[src/rtl/mrw_pkg.sv]
package mrw_pkg;
    localparam int WORD_W   = 32;
    localparam int REG_AW   = 2;
    localparam int RANK_W   = 2;
    localparam int MRA_W    = 8;
    localparam int MRD_W    = 8;

    localparam int RANK_LSB = 4;
    localparam int TRIG_BIT = 31;
    localparam int MRD_LSB  = 0;
    localparam int MRA_LSB  = MRD_LSB + MRD_W;
    localparam int BUSY_BIT = 0;
    localparam int ERR_BIT  = 1;

    localparam logic [REG_AW-1:0] IDX_CTRL = 2'd0;
    localparam logic [REG_AW-1:0] IDX_PAYL = 2'd1;
    localparam logic [REG_AW-1:0] IDX_STAT = 2'd2;

    typedef enum logic [1:0] {
        ST_IDLE  = 2'd0,
        ST_ISSUE = 2'd1,
        ST_WAIT  = 2'd2
    } mrw_state_e;
endpackage

[src/rtl/mrw_fsm.sv]
module mrw_fsm
    import mrw_pkg::*;
(
    input  logic clk,
    input  logic rst_n,
    input  logic launch_req,
    input  logic done_in,
    output logic cmd_valid,
    output logic busy,
    output logic trig_rd
);
    mrw_state_e state_q, state_d;

    always_ff @(posedge clk or negedge rst_n) begin
        if (!rst_n) state_q <= ST_IDLE;
        else        state_q <= state_d;
    end

    always_comb begin
        state_d = state_q;
        unique case (state_q)
            ST_IDLE:  if (launch_req) state_d = ST_ISSUE;
            ST_ISSUE: state_d = ST_WAIT;
            ST_WAIT:  if (done_in) state_d = ST_IDLE;
            default:  state_d = ST_IDLE;
        endcase
    end

    always_comb begin
        cmd_valid = 1'b0;
        busy      = 1'b0;
        trig_rd   = 1'b0;
        unique case (state_q)
            ST_IDLE:  ;
            ST_ISSUE: begin
                cmd_valid = 1'b1;
                busy      = 1'b1;
                trig_rd   = 1'b1;
            end
            ST_WAIT:  busy = 1'b1;
            default:  ;
        endcase
    end
endmodule

[src/rtl/mrw_regs.sv]
module mrw_regs
    import mrw_pkg::*;
#(
    parameter int DW = WORD_W,
    parameter int AW = REG_AW,
    parameter int RW = RANK_W,
    parameter int AMW = MRA_W,
    parameter int DMW = MRD_W
) (
    input  logic           clk,
    input  logic           rst_n,
    input  logic           we,
    input  logic [AW-1:0]  addr,
    input  logic [DW-1:0]  wdata,
    input  logic           busy,
    input  logic           trig_rd,
    output logic [RW-1:0]  rank_q,
    output logic [AMW-1:0] mra_q,
    output logic [DMW-1:0] mrd_q,
    output logic           err_q,
    output logic           launch_req,
    output logic [DW-1:0]  rdata
);
    logic wr_ctrl, wr_payl, wr_stat, refused;

    assign wr_ctrl    = we && (addr == IDX_CTRL);
    assign wr_payl    = we && (addr == IDX_PAYL);
    assign wr_stat    = we && (addr == IDX_STAT);
    assign refused    = (wr_ctrl || wr_payl) && busy;
    assign launch_req = wr_ctrl && !busy && wdata[TRIG_BIT];

    always_ff @(posedge clk or negedge rst_n) begin
        if (!rst_n) begin
            rank_q <= '0;
            mra_q  <= '0;
            mrd_q  <= '0;
            err_q  <= 1'b0;
        end else begin
            if (wr_ctrl && !busy) rank_q <= wdata[RANK_LSB +: RW];
            if (wr_payl && !busy) begin
                mra_q <= wdata[MRA_LSB +: AMW];
                mrd_q <= wdata[MRD_LSB +: DMW];
            end
            if (refused)                      err_q <= 1'b1;
            else if (wr_stat && wdata[ERR_BIT]) err_q <= 1'b0;
        end
    end

    always_comb begin
        rdata = '0;
        unique case (addr)
            IDX_CTRL: begin
                rdata[RANK_LSB +: RW] = rank_q;
                rdata[TRIG_BIT]       = trig_rd;
            end
            IDX_PAYL: begin
                rdata[MRA_LSB +: AMW] = mra_q;
                rdata[MRD_LSB +: DMW] = mrd_q;
            end
            IDX_STAT: begin
                rdata[BUSY_BIT] = busy;
                rdata[ERR_BIT]  = err_q;
            end
            default: rdata = '0;
        endcase
    end
endmodule

[src/rtl/mrw_cmd_port.sv]
module mrw_cmd_port
    import mrw_pkg::*;
(
    input  logic              clk,
    input  logic              rst_n,
    input  logic              bus_we,
    input  logic [REG_AW-1:0] bus_addr,
    input  logic [WORD_W-1:0] bus_wdata,
    output logic [WORD_W-1:0] bus_rdata,
    input  logic              cmd_done,
    output logic              cmd_valid,
    output logic [RANK_W-1:0] cmd_rank,
    output logic [MRA_W-1:0]  cmd_mr_addr,
    output logic [MRD_W-1:0]  cmd_mr_data
);
    logic busy, trig_rd, launch_req, err_flag;

    mrw_regs u_regs (
        .clk        (clk),
        .rst_n      (rst_n),
        .we         (bus_we),
        .addr       (bus_addr),
        .wdata      (bus_wdata),
        .busy       (busy),
        .trig_rd    (trig_rd),
        .rank_q     (cmd_rank),
        .mra_q      (cmd_mr_addr),
        .mrd_q      (cmd_mr_data),
        .err_q      (err_flag),
        .launch_req (launch_req),
        .rdata      (bus_rdata)
    );

    mrw_fsm u_fsm (
        .clk        (clk),
        .rst_n      (rst_n),
        .launch_req (launch_req),
        .done_in    (cmd_done),
        .cmd_valid  (cmd_valid),
        .busy       (busy),
        .trig_rd    (trig_rd)
    );
endmodule

[config.mk]
export PLATFORM = sky130hd
export DESIGN_NAME = mrw_cmd_port
export DESIGN_NICKNAME = d
export VERILOG_FILES = /design/src/rtl/mrw_pkg.sv /design/src/rtl/mrw_fsm.sv /design/src/rtl/mrw_regs.sv /design/src/rtl/mrw_cmd_port.sv
export SDC_FILE = /design/constraint.sdc
export NUM_CORES = 1
export LEC_CHECK = 0
export ABC_AREA = 1
export BUFFER_PORTS_ARGS = -buffer_cell sky130_fd_sc_hd__buf_2
export CORE_UTILIZATION = 45
export CTS_CLUSTER_DIAMETER = 100
export DETAILED_ROUTE_END_ITERATION = 10
export PLACE_DENSITY_LB_ADDON = 0.12
export SYNTH_ARGS = -nofsm -noshare
export SYNTH_HDL_FRONTEND = slang
export SYNTH_HIERARCHICAL = 1
export SYNTH_SLANG_ARGS = --single-unit
[constraint.sdc]
create_clock -name clk -period 2.7 [get_ports clk]
set_clock_uncertainty 0.05 [all_clocks]
set_input_delay 0.405 -clock clk [delete_from_list [all_inputs] [get_ports clk]]
set_output_delay 0.405 -clock clk [all_outputs]
set_load 0.02 [all_outputs]
# Yosys cells after proc, flatten, opt, wreduce, memory -nomap -nowiden
# Cells that the tools add are included.
word_totals:
  ff_bits: 21
  output_inout_bits: 51
classes:
  reduce_logical: 15
  n_eq_ne: 6
  mux: 12
ops:
  columns: ["cell", "n"]
  rows:
  - ["two-way mux 10 bit", 1]
  - ["logical AND 1 bit", 8]
  - ["case mux 2 bit (2 select lines)", 2]
  - ["two-way mux 2 bit", 3]
  - ["case mux 2 bit (3 select lines)", 1]
  - ["two-way mux 1 bit", 5]
  - ["== test 2 x 1 -> 1 bit, second input constant", 2]
  - ["== test 2 bit, second input constant", 2]
  - ["logical NOT 2 bit", 2]
  - ["!= test 2 bit, second input constant", 2]
  - ["AND reduction 2 bit", 1]
  - ["nonzero test 2 bit", 1]
  - ["OR reduction 2 bit", 1]
  - ["logical NOT 1 bit", 1]
  - ["logical OR 1 bit", 1]

# Depth between registers and ports, before layout
depth:
  depth_word: 8
  depth_mapped: 11

# Cells and area by module
# Netlist, hierarchy kept.
modules_own_cells:
  columns: ["module", "cells_each", "area_each_um2", "n_inst"]
  rows:
  - ["mrw_regs", 154, 1167.4, 1]
  - ["mrw_fsm", 19, 158.9, 1]

# Worst setup path after synthesis
# Ideal clock, no wire load.
synth_path:
  path_kind: "register to register"
  start: "register u_fsm.state_q[0]"
  end: "register u_fsm.state_q[1]"
  period_less_slack_ns: 1.626
  n_path_buf: 1
  arrival_time_ns: 1.459
  stages_incl_launch_ff: 12
  setup_slack_ns: 1.074
  setup_time_ns: 0.117
  required_ns: 2.533
  cell_sequence: "dfrtp_1 -> inv_1 -> ha_1 -> inv_1 -> buf_4 -> nand3_1 -> nor2_1 -> inv_1 -> nand2_2 -> nand2_2 -> nand2_1 -> nand2_1"
synth_between:
  elab_chain_len: 8
  elab_cells_between_ends: 12
  cone_classes: "4 x eq/ne; 2 x mux; 6 x reduce/logical"
synth_rtl:
  columns: ["item", "line_no", "source"]
  rows:
  - ["start: declaration", "mrw_fsm.sv:12", "mrw_state_e state_q, state_d;"]
  - ["start signal: assignment", "mrw_fsm.sv:16", "else state_q <= state_d;"]
  - ["== test 2 x 1 -> 1 bit or == test 2 bit (tied branches)", "mrw_fsm.sv:33", "unique case (state_q)"]
  - ["OR reduction 2 bit (no source line) (*)", null, null]
  - ["two-way mux 1 bit (*)", "mrw_fsm.sv:33", null]
  - ["net busy", "mrw_cmd_port.sv:16", "logic busy, trig_rd, launch_req, err_flag;"]
  - ["logical NOT 1 bit (*)", "mrw_regs.sv:30", "assign launch_req = wr_ctrl && !busy && wdata[TRIG_BIT];"]
  - ["logical AND 1 bit (*) (2 in series)", "mrw_regs.sv:30", null]
  - ["net launch_req", "mrw_cmd_port.sv:16", null]
  - ["!= test 2 bit (no source line) (*)", null, null]
  - ["AND reduction 2 bit (no source line) (*)", null, null]
# The timed path passes the listed nets; every way through them passes the cells marked *.
# A chain may end at the register's enable or synchronous reset.

# Worst setup path after layout
layout_path:
  start: "input bus_addr[1]"
  end: "output bus_rdata[1]"
layout_between:
  elab_chain_len: 2
  elab_cells_between_ends: 3
  cone_classes: "2 x eq/ne; 1 x mux"
layout_rtl:
  columns: ["item", "line_no", "source"]
  rows:
  - ["start: declaration", "mrw_cmd_port.sv:7", "input logic [REG_AW-1:0] bus_addr,"]
  - ["== test 2 bit or == test 2 x 1 -> 1 bit (tied branches)", "mrw_regs.sv:51", "unique case (addr)"]
  - ["case mux 2 bit (2 select lines) (*)", "mrw_regs.sv:51", null]
  - ["end: declaration", "mrw_cmd_port.sv:9", "output logic [WORD_W-1:0] bus_rdata,"]
# Every way passes the cells marked *; elsewhere a longest branch is shown, timed or not.

==> qor.txt <==
RSZ-0062 raised after global routing - false
Yosys cell types - 16
Internal power of the cells - 0.000763 W
Violated checks - hold timing
Status - complete, but fails checks
HP Class - in2async
Register area share after synthesis - 39.6%
Leakage - 1.04 nW
Antenna Nets Post-Route - 0
Reg clk slew, reported paths - 0.12 ns
Synth Instances - 173
Vias in the first global route - 1021
Final WL - 2.72 mm
CTS buffer count - 3
Arr. time, crit path - 1.46 ns
Die area - 3170 um^2
Tcrit/Tclk final - 70.8%
Clock Path Buffers - 2
Setup bufs post-CTS - 0
Clk sinks - 21
Setup CP Type - in2out
Combinational cell fraction of total power - 52.4%
Die Ht - 56.3 um
Share of layout cells above drive strength 1 - 30.1%
Post-synth top flop - dfrtp_1
Placed cells - 253
Via count - 1176
Drt initial violations - 48
Syn_area_per_cell - 7.67 um^2
Area Growth Syn to Fin - 17.5%
Post-synth EDFFs - 0
Global-route wire length before repair - 4.40 mm
Reg power frac - 37.5%
Root buffer cell - clkbuf_4
Initial antenna violation count - 0
R2R Path Start - u_fsm/state_q[0]
Num rows - 19
Yosys top cell by area - dfrtp_1
CTS tree - yes
Share of total power in the clock network - 10.1%
Largest net degree at the start of global routing - 35
CP required - 2.25 ns
Pins Over Slew Limit - 0
GPL Wtd Cong - 0.755
R2R Path End - u_fsm/state_q[0]
WL/cell - 10.6 um
Synth Warn # - 6
Hold Violations, Final - 21
Initial Utilization - 47.7%
Via density - 4.58
Setup TNS - 0 ns
Sw Ratio - 48.7%
Core Area - 2780 um^2
Fin util - 56.0%
FF+latch count, synth - 21
P_sw - 0.000725 W
Post-synthesis cell area - 1330 um^2
Drt pass-1 iters - 4
H-Tree Depth - 1
# DRC - 0
R2r worst-path depth - 10
Total global-route track usage - 17.3%
Fmax - 523 MHz
Number of diodes - 0
Post-DP HPWL - 1.99 mm
Post-synth top cells - nand2_1 (69), inv_1 (22), dfrtp_1 (21), buf_4 (18), nand4_1 (18)
Clock period minus worst slack - 1.91 ns
Max IR drop VDD - 0.562 mV
Worst setup EP type - primary output
Critical Path Source Type - input pin
Io pins - 89
Share of the synthesized area in the top cell type - 39.6%
P per Cell Area - 955 nW/um^2
Setup slack, reg-to-reg - 0.81 ns
Post-Layout Cell Count - 257
Post-CTS sizing - 0
Hold buffer count at cts - 0
Max FO, Critical Path - 34
Worst-Skew Late Latency - 0.30 ns
PortBufs - 58
Endpoints failing setup - 0
Die width - 56.3 um
Dominant cell by count in the synthesized netlist - nand2_1
Worst hold slack - -0.00560 ns
Congestion Overflow GR - 0
Layout Nets - 271
Filler cells - 278
Top cells by area, synth - dfrtp_1 (40%), nand2_1 (20%), buf_4 (10%)
Max cap viols - 0
Async set or reset register ratio after synthesis - 100%
-- state kept, by name (all words and copies together) (netlist names) --
name and cells:
u_fsm/state_q 2, u_regs/err_q 1, u_regs/mra_q 8, u_regs/rank_q 2
u_regs/mrd_q 8
-- final cells by class --
type | count | area [um^2] | area share, %
Multi-Input combinational cell | 119 | 578 | 37.1
Clock buffer | 3 | 22.5 | 1.45
Inverter | 22 | 82.6 | 5.30
Timing Repair Buffer | 60 | 305 | 19.6
Sequential cell | 21 | 526 | 33.7
Tap cell | 31 | 38.8 | 2.49
Clock inverter | 1 | 5.00 | 0.321
-- critical path, stage by stage --
cell     delay [ns]
buf_2          0.11
inv_1          0.07
ha_1           0.14
buf_4          0.32
nand2_1        0.09
a21oi_1        0.14
buf_2          0.17
-- layout by cell type (no fill, tap or decap) --
| cell type | netlist | routed |
|---|---|---|
| nand3_4 | 1 | 1 |
| nand2_2 | 2 | 2 |
| conb_1 | 1 | 15 |
| nor2_1 | 1 | 1 |
| clkbuf_4 | 0 | 3 |
| dfrtp_1 | 21 | 21 |
| nand4_1 | 18 | 18 |
| nand2_1 | 69 | 69 |
| ha_1 | 6 | 6 |
| a21oi_1 | 2 | 2 |
| nand3_1 | 4 | 4 |
| buf_2 | 4 | 58 |
| inv_1 | 22 | 22 |
| clkinv_2 | 0 | 1 |
| buf_4 | 18 | 2 |
| nand2_4 | 1 | 1 |
-- cells by family (layout without fill, tap and decap cells) --
logic type                 Yosys count  count (layout)  share of synthesized area [%]
and+or+nand+nor                     96              96                           32.9
AOI/OAI and AO/OA                    2               2                          0.755
other                                1              15                          0.283
adders and majority gates            6               6                           5.66
buffers and inverters               47              86                           20.8
DFF                                 21              21                           39.6
-- metal layers --
layer  track usage, %  wire (um)
met5                0          0
met4             5.92         24
met3             2.53        170
met1             23.5       1250
met2             28.2       1280
-- worst max path at each step --
| stage | to | from | depth (start not counted) | slack [ns] |
|---|---|---|---|---|
| CTS | bus_rdata[0] | u_fsm/state_q[0] | 5 | 0.77 |
| detailed placement | bus_rdata[1] | bus_addr[1] | 7 | 0.81 |
| finish | bus_rdata[1] | bus_addr[1] | 7 | 0.79 |
| floorplan | u_fsm/state_q[1] | u_fsm/state_q[0] | 11 | 1.07 |
| global route | bus_rdata[0] | u_fsm/state_q[0] | 5 | 0.62 |
| global placement | bus_rdata[1] | bus_addr[1] | 7 | 0.82 |
-- power by group through the flow --
stage	sequential [W]	combinational, W	clock (W)
after floorplan	0.000715	0.000435	0
after global placement	0.000558	0.000775	0
after detailed placement	0.000566	0.000784	0
after CTS	0.000560	0.000785	0.000160
after global routing	0.000584	0.000852	0.000171
final	0.000559	0.000779	0.000150
-- stage by stage --
stage	cell area [um^2]	setup slack, ns	power [W]	hold WS, ns
6_report	1560	0.789	0.00149	-0.00560
5_1_grt	1560	0.623	0.00161	0.0197
4_1_cts	1560	0.774	0.00151	0.00273
3_5_place_dp	1530	0.808	0.00135	0.344
3_3_place_gp	1530	0.823	0.00133	0.341
2_1_floorplan	1380	1.07	0.00115	0.0594
Power figures use the tool's default switching activity.
